`src/rtl/vsfd_pkg.sv`:
```
package vsfd_pkg;

    typedef enum logic [1:0] {
        ST_LINE,
        ST_EQUAL,
        ST_VPULSE,
        ST_GUARD
    } vstate_e;

    typedef struct packed {
        logic fall;
        logic fall_half;
        logic rise;
        logic rise_broad;
        logic tout;
    } pulse_ev_t;

endpackage

```
`src/rtl/vsfd_sync_edge.sv`:
```
module vsfd_sync_edge #(
    parameter int STAGES = 2
) (
    input  logic clk,
    input  logic rst,
    input  logic sync_n_in,
    output logic lvl,
    output logic fall,
    output logic rise
);
    // STAGES synchronizer flops plus one history flop for edge detection
    logic [STAGES:0] sh;

    always_ff @(posedge clk) begin
        if (rst) sh <= '1;
        else     sh <= {sh[STAGES-1:0], sync_n_in};
    end

    assign lvl  = sh[STAGES-1];
    assign fall = sh[STAGES] & ~sh[STAGES-1];
    assign rise = ~sh[STAGES] & sh[STAGES-1];
endmodule

```
`src/rtl/vsfd_pulse_class.sv`:
```
module vsfd_pulse_class
    import vsfd_pkg::*;
#(
    parameter int LINE_CYC    = 128,
    parameter int TIMEOUT_CYC = 124
) (
    input  logic      clk,
    input  logic      rst,
    input  logic      lvl,
    input  logic      fall,
    input  logic      rise,
    output pulse_ev_t ev
);
    localparam int BROAD_LIM = LINE_CYC / 4;
    localparam int HALF_LIM  = (3 * LINE_CYC) / 4;
    localparam int SPAN      = (LINE_CYC > TIMEOUT_CYC) ? LINE_CYC : TIMEOUT_CYC;
    localparam int CW        = $clog2(SPAN + 1) + 1;
    localparam logic [CW-1:0] CMAX = '1;

    logic [CW-1:0] low_cnt;  // low cycles of the current/last pulse
    logic [CW-1:0] gap_cnt;  // cycles since the last falling edge

    always_ff @(posedge clk) begin
        if (rst) begin
            low_cnt <= '0;
            gap_cnt <= CMAX;
        end else begin
            if (fall)
                low_cnt <= CW'(1);
            else if (!lvl && low_cnt != CMAX)
                low_cnt <= low_cnt + CW'(1);

            if (fall)
                gap_cnt <= CW'(1);
            else if (gap_cnt != CMAX)
                gap_cnt <= gap_cnt + CW'(1);
        end
    end

    always_comb begin
        ev.fall       = fall;
        ev.fall_half  = fall && (gap_cnt < CW'(HALF_LIM));
        ev.rise       = rise;
        ev.rise_broad = rise && (low_cnt > CW'(BROAD_LIM));
        ev.tout       = !lvl && !fall && (low_cnt == CW'(TIMEOUT_CYC));
    end
endmodule

```
`src/rtl/vsfd_field_tff.sv`:
```
module vsfd_field_tff (
    input  logic clk,
    input  logic rst,
    input  logic ev_fall,
    input  logic ev_half,
    output logic tff
);
    always_ff @(posedge clk) begin
        if (rst)
            tff <= 1'b0;
        else if (ev_fall)
            tff <= ev_half ? ~tff : 1'b0;
    end
endmodule

```
`src/rtl/vsync_field_detector.sv`:
```
module vsync_field_detector
    import vsfd_pkg::*;
#(
    parameter int LINE_CYC    = 128,
    parameter int TIMEOUT_CYC = 124,
    parameter int VPULSE_CYC  = 464,
    parameter int HOLDOFF_CYC = 512
) (
    input  logic clk,
    input  logic rst,
    input  logic sync_n,
    output logic vsync_n,
    output logic field_odd
);
    localparam int TSPAN = (VPULSE_CYC > HOLDOFF_CYC) ? VPULSE_CYC : HOLDOFF_CYC;
    localparam int TW    = $clog2(TSPAN + 1);

    logic      s_lvl, s_fall, s_rise;
    pulse_ev_t ev;
    logic      tff;

    vsfd_sync_edge #(.STAGES(2)) u_sync (
        .clk       (clk),
        .rst       (rst),
        .sync_n_in (sync_n),
        .lvl       (s_lvl),
        .fall      (s_fall),
        .rise      (s_rise)
    );

    vsfd_pulse_class #(.LINE_CYC(LINE_CYC), .TIMEOUT_CYC(TIMEOUT_CYC)) u_class (
        .clk  (clk),
        .rst  (rst),
        .lvl  (s_lvl),
        .fall (s_fall),
        .rise (s_rise),
        .ev   (ev)
    );

    vsfd_field_tff u_tff (
        .clk     (clk),
        .rst     (rst),
        .ev_fall (ev.fall),
        .ev_half (ev.fall_half),
        .tff     (tff)
    );

    vstate_e       state, state_nx;
    logic [TW-1:0] tmr;

    // state register and phase timer
    always_ff @(posedge clk) begin
        if (rst) begin
            state <= ST_LINE;
            tmr   <= '0;
        end else begin
            state <= state_nx;
            if (state_nx != state || state == ST_LINE || state == ST_EQUAL)
                tmr <= '0;
            else
                tmr <= tmr + TW'(1);
        end
    end

    // next-state logic
    always_comb begin
        state_nx = state;
        unique case (state)
            ST_LINE: begin
                if (ev.tout)           state_nx = ST_VPULSE;
                else if (ev.fall_half) state_nx = ST_EQUAL;
            end
            ST_EQUAL: begin
                if (ev.tout || ev.rise_broad)      state_nx = ST_VPULSE;
                else if (ev.fall && !ev.fall_half) state_nx = ST_LINE;
            end
            ST_VPULSE: begin
                if (tmr == TW'(VPULSE_CYC - 1)) state_nx = ST_GUARD;
            end
            ST_GUARD: begin
                if (tmr == TW'(HOLDOFF_CYC - 1)) state_nx = ST_LINE;
            end
            default: state_nx = ST_LINE;
        endcase
    end

    // registered outputs
    always_ff @(posedge clk) begin
        if (rst) begin
            vsync_n   <= 1'b1;
            field_odd <= 1'b0;
        end else begin
            vsync_n <= (state_nx != ST_VPULSE);
            if (state_nx == ST_VPULSE && state != ST_VPULSE)
                field_odd <= tff;
        end
    end
endmodule

```
`config.mk`:
```
export PLATFORM = sky130hd
export DESIGN_NAME = vsync_field_detector
export DESIGN_NICKNAME = d
export VERILOG_FILES = /design/src/rtl/vsfd_pkg.sv /design/src/rtl/vsfd_sync_edge.sv /design/src/rtl/vsfd_pulse_class.sv /design/src/rtl/vsfd_field_tff.sv /design/src/rtl/vsync_field_detector.sv
export SDC_FILE = /design/constraint.sdc
export NUM_CORES = 1
export LEC_CHECK = 0
export BUFFER_PORTS_ARGS = -buffer_cell sky130_fd_sc_hd__buf_2
export CAP_MARGIN = 10
export CORE_MARGIN = 2
export CORE_UTILIZATION = 55
export DETAILED_ROUTE_END_ITERATION = 12
export PLACE_DENSITY = 0.81
export SETUP_SLACK_MARGIN = 0.02
export SLEW_MARGIN = 30
export SYNTH_ARGS = -nofsm -noshare
export SYNTH_HDL_FRONTEND = slang
export SYNTH_SLANG_ARGS = --single-unit
```
`constraint.sdc`:
```
create_clock -name clk -period 4.3 [get_ports clk]
set_input_delay 1.29 -clock clk [delete_from_list [all_inputs] [get_ports clk]]
set_output_delay 1.29 -clock clk [all_outputs]
set_load 0.02 [all_outputs]
```
**Word level (Yosys, flattened, before mapping)**

Index checks and enable logic that the tools add are counted.

- Register bits after elaboration: 36

- Add/subtract/negate cells: 3
- Order comparisons: 2
- Eq/ne operators: 12
- Mux-type cells: 12
- Bitwise operators: 5
- Reductions and logical operators: 18

Operator list:

| cell | count |
|---|---|
| == test 10 x 9 -> 1 bit (second input constant) | 2 |
| adder 9 x 1 -> 9 bit (second input constant) | 2 |
| two-way mux 9 bit | 2 |
| inequality test 9 bit (second input constant) | 2 |
| two-way mux 2 bit | 6 |
| adder 10 x 1 -> 10 bit (second input constant) | 1 |
| == test 9 x 7 -> 1 bit (second input constant) | 1 |
| > comparator 9 x 6 -> 1 bit (second input constant) | 1 |
| < comparator 9 x 7 -> 1 bit (second input constant) | 1 |
| case mux 2 bit (4 select lines) | 1 |
| logical AND 1 bit | 7 |
| == test 2 bit (second input constant) | 3 |
| inequality test 2 bit (second input constant) | 2 |
| nonzero test 2 bit | 2 |
| OR reduction 2 bit | 2 |
| zero test 1 bit | 3 |
| logical OR 1 bit | 3 |
| two-way mux 1 bit | 3 |
| inverter 1 bit | 3 |
| bitwise AND 1 bit | 2 |
| == test 2 x 1 -> 1 bit (second input constant) | 1 |
| zero test 2 bit | 1 |
| inequality test 2 bit | 1 |

**Depth between registers and ports, before layout**

- Depth in word-level cells: 12
- Mapped depth: 10
- Depth with buffers taken out: 9

**Cells and area by module**

From an unflattened synthesis, not the netlist that was laid out.

- Cells, all modules: 191
- Area total of the unflattened synthesis: 1749.2 µm²

Modules (own cells, without submodules):

| module | instances | cells an instance | area an instance (µm²) |
|---|---|---|---|
| vsfd_pulse_class | 1 | 111 | 972.2 |
| vsync_field_detector | 1 | 68 | 645.6 |
| vsfd_sync_edge | 1 | 8 | 92.6 |
| vsfd_field_tff | 1 | 4 | 38.8 |

**Worst setup path after synthesis**

Ideal clock, no wire load.

- Path type: input port to flip-flop
- Start: input rst
- End: register tmr[3]
- Library setup time: 0.065 ns
- Arrival time: 2.006 ns
- Slack: 2.229 ns
- Stages on the path: 5
- Cell sequence: clkbuf_8 -> nand2b_1 -> a31oi_1 -> nand2_1 -> nor2_1

- Longest elaborated chain between the ends: 1

Ends and longest elaborated chain:

| element | RTL line | source |
|---|---|---|
| start: declaration | vsync_field_detector.sv:10 | `input logic rst,` |
| OR reduction 2 bit (no line) | - |  |
| end signal: assignment | vsync_field_detector.sv:61 | `tmr <= tmr + TW'(1);` |
| end: declaration | vsync_field_detector.sv:49 | `logic [TW-1:0] tmr;` |

Every way passes these cells.
A chain may end at the register's enable or synchronous reset.

**Worst setup path in the final report**

- Start: register u_class.gap_cnt[0]
- End: register u_class.gap_cnt[7]

- Longest elaborated chain between the ends: 3

Ends and longest elaborated chain:

| element | RTL line | source |
|---|---|---|
| start: declaration | vsfd_pulse_class.sv:21 | `logic [CW-1:0] gap_cnt;` |
| start signal: assignment | vsfd_pulse_class.sv:36 | `gap_cnt <= gap_cnt + CW'(1);` |
| adder 9 x 1 -> 9 bit | vsfd_pulse_class.sv:36 |  |
| two-way mux 9 bit | vsfd_pulse_class.sv:35 | `else if (gap_cnt != CMAX)` |
| two-way mux 9 bit | vsfd_pulse_class.sv:33 | `if (fall)` |

Several ways; a longest one is shown, not always the timed one. The select of a mux whose other input is x is not followed.

==> out/qor.txt <==
status = finished clean
Syn Nets = 190
Placement Rows = 19
Root Driver = clkbuf_4
Worst Tran Pin Value = 0.542 ns
final wirelength = 2800 µm
Worst Hold Class = flop to flop
crit path max fanout = 7
TritonCTS clock tree = yes
die area = 3400 µm²
relative slew slack = 63.4%
Worst R2R Path Depth = 9
count leader, synth = dfxtp_1
CTS sink count = 36
GRT Util Overall = 19.2%
IO buf count = 4
overall power = 0.765 mW
Max Freq = 470 MHz
Placed Cells = 211
asr flop ratio synth = 0%
sequential share of the synthesized area = 44.4%
maxcap violations = 0
DIE HEIGHT = 58.3 µm
core region area = 2780 µm²
clk slew on worst S/H paths = 0.10 ns
Horiz. Die Dim = 58.3 µm
final setup TNS = 0 ns
Synth cell types = 39
total grt overflow = 0
Syn-to-layout area delta = 4.24%
Starting DRT DRC Count = 36
post-route core utilization = 60.9%
HPWL after DPL = 2090 µm
antenna violations before repair = 0
Final Critical Period = 2.13 ns
post-synthesis area per instance = 8.97 µm²
synthesized area = 1620 µm²
Main synth FF type = dfxtp_1
num ports = 5
CP Data Arrival Time = 2.36 ns
commonest cells in the synthesized netlist = dfxtp_1 (36), nor2_1 (25), nand2_1 (18)
DRT Pass-1 Iters = 4
Ant. Diodes = 0
static leakage = 0.632 nW
DRC = 0
final hold vios = 0
fin nets = 196
largest net degree at the start of global routing = 20
post-synthesis cell count = 181
H-Tree Depth = 2
share of cells above drive strength 1 = 8.02%
Max clock buf depth = 2
CP Launch Type = flop
Final Slew Violations = 0
Critical Path RT = 4.54 ns
number of global-route vias before repair = 1,235
pre-CTS setup slack = 1.96 ns
multi-input logic area = 852 µm²
leading area contributor after synthesis = dfxtp_1
kind of critical path = flop to flop
fill cell count = 253
number of synthesized flops with an enable pin = 0
via count = 1,247
sequential cell area = 721 µm²
GP Congestion = 0.805
Critical Path Sink Type = flop
share of the synthesized area in the top cell type = 44.4%
number of synthesized register bits = 36
worst-skew pair later-pin latency = 0.33 ns
Detail Route Antenna Nets = 0
hold_buf cts = 0
Vias/cell = 5.72
Starting Density = 58.4%
post-CTS setup buffer count = 0
top cells by area, synth = dfxtp_1 (44%), xor2_1 (7.0%), nor2_1 (5.8%)
Cell Pwr Density = 452 nW/µm²
Peak VDD IR = 0.306 mV
WL per Instance = 12.8 µm
skew final = 0.00379 ns
period utilisation layout = 49.5%
Finished Layout Cells = 218
cts bufs inserted = 5
cts repair resizes = 0
setup ws final = 2.17 ns
RSZ-0062 raised after global routing = no
YS warnings = 0
final setup vio count = 0
global-route wire length before repair = 5000 µm
worst hold stages = 1
==> final cells by class <==
cell class                 instances  share of cell area [%]
inverter                           4                   0.887
multi-input combinational        136                    50.3
sequential                        36                    42.6
clock buffer                       6                    2.44
tap                               31                    2.29
clock inverter                     1                   0.296
timing repair buffer               4                    1.18
==> cell usage in the layout (no fill, tap or decap), drive strengths merged, types with 2 or more instances in the layout <==
master / synthesis / final
and3: 2 / 2
clkbuf: 4 / 6
nand4: 3 / 3
o21bai: 2 / 2
nand2: 18 / 18
nor3: 3 / 3
nand2b: 5 / 5
mux2i: 2 / 2
or3: 3 / 3
inv: 4 / 4
nand3: 8 / 8
a21o: 6 / 6
nor2: 25 / 25
or2: 3 / 3
ha: 6 / 6
dfxtp: 36 / 36
nor2b: 2 / 2
a21oi: 10 / 10
xor2: 13 / 13
xnor2: 7 / 7
buf: 1 / 4
o21ai: 5 / 5
==> metal layers <==
| layer | vias to the layer above | global-route usage (%) | part of all wire [%] |
|---|---|---|---|
| li1 | 631 | - | - |
| met1 | 578 | 22.8 | 46 |
| met2 | 33 | 31.1 | 48 |
| met3 | 5 | 5.71 | 4.1 |
| met4 | 0 | 10.3 | 1.6 |
| met5 | - | 0 | 0 |
==> worst max-delay path, stage by stage, from the launching register on <==
cell and delay (ns):
dfxtp_1 0.39, ha_1 0.20, nand2_1 0.09, nor3_1 0.23
ha_1 0.36, and4b_1 0.27, nand3_1 0.13, nor2_1 0.07
xor2_1 0.14, a21o_1 0.17
==> logic make-up after synthesis <==
| logic type | count (synthesis) | share of synthesized area (%) |
|---|---|---|
| and+or+nand+nor | 80 | 24.7 |
| DFF | 36 | 44.4 |
| AOI/OAI and AO/OA | 28 | 11.2 |
| xor gates and xnor gates | 20 | 10.8 |
| buffers and inverters | 9 | 3.16 |
| adders and majority gates | 6 | 4.62 |
| muxes | 2 | 1.23 |
==> sequential cells by signal (all words and copies together) (netlist names) <==
| signal | flops |
|---|---|
| u_tff.tff | 1 |
| vsync_n | 1 |
| u_class.low_cnt | 9 |
| tmr | 10 |
| field_odd | 1 |
| state | 2 |
| u_class.gap_cnt | 9 |
| u_sync.sh | 3 |
==> path summary, 6_finish.rpt <==
kind / to / slack, ns / start
min reg2reg: u_sync.sh[1]$_SDFF_PP1_ / 0.43 / u_sync.sh[0]$_SDFF_PP1_
min: u_sync.sh[1]$_SDFF_PP1_ / 0.43 / u_sync.sh[0]$_SDFF_PP1_
max: u_class.gap_cnt[7]$_SDFFE_PP1P_ / 2.17 / u_class.gap_cnt[0]$_SDFFE_PP1N_
max reg2reg: u_class.gap_cnt[7]$_SDFFE_PP1P_ / 2.17 / u_class.gap_cnt[0]$_SDFFE_PP1N_
==> through the flow <==
step	cell area [µm²]	hold WS [ns]
4_1_cts	1690	0.434
3_5_place_dp	1650	0.410
6_report	1690	0.430
5_1_grt	1690	0.454
2_1_floorplan	1620	0.389
3_3_place_gp	1650	0.398
==> report_power, final <==
group / total (mW) / leakage, nW / switching (mW) / internal [mW]
Sequential: 0.406 / 0.293 / 0.0342 / 0.372
Clock: 0.163 / 0.0281 / 0.102 / 0.0602
Combinational: 0.196 / 0.310 / 0.0918 / 0.104
Total: 0.765 / 0.632 / 0.228 / 0.536
Power figures use the tool's default switching activity.
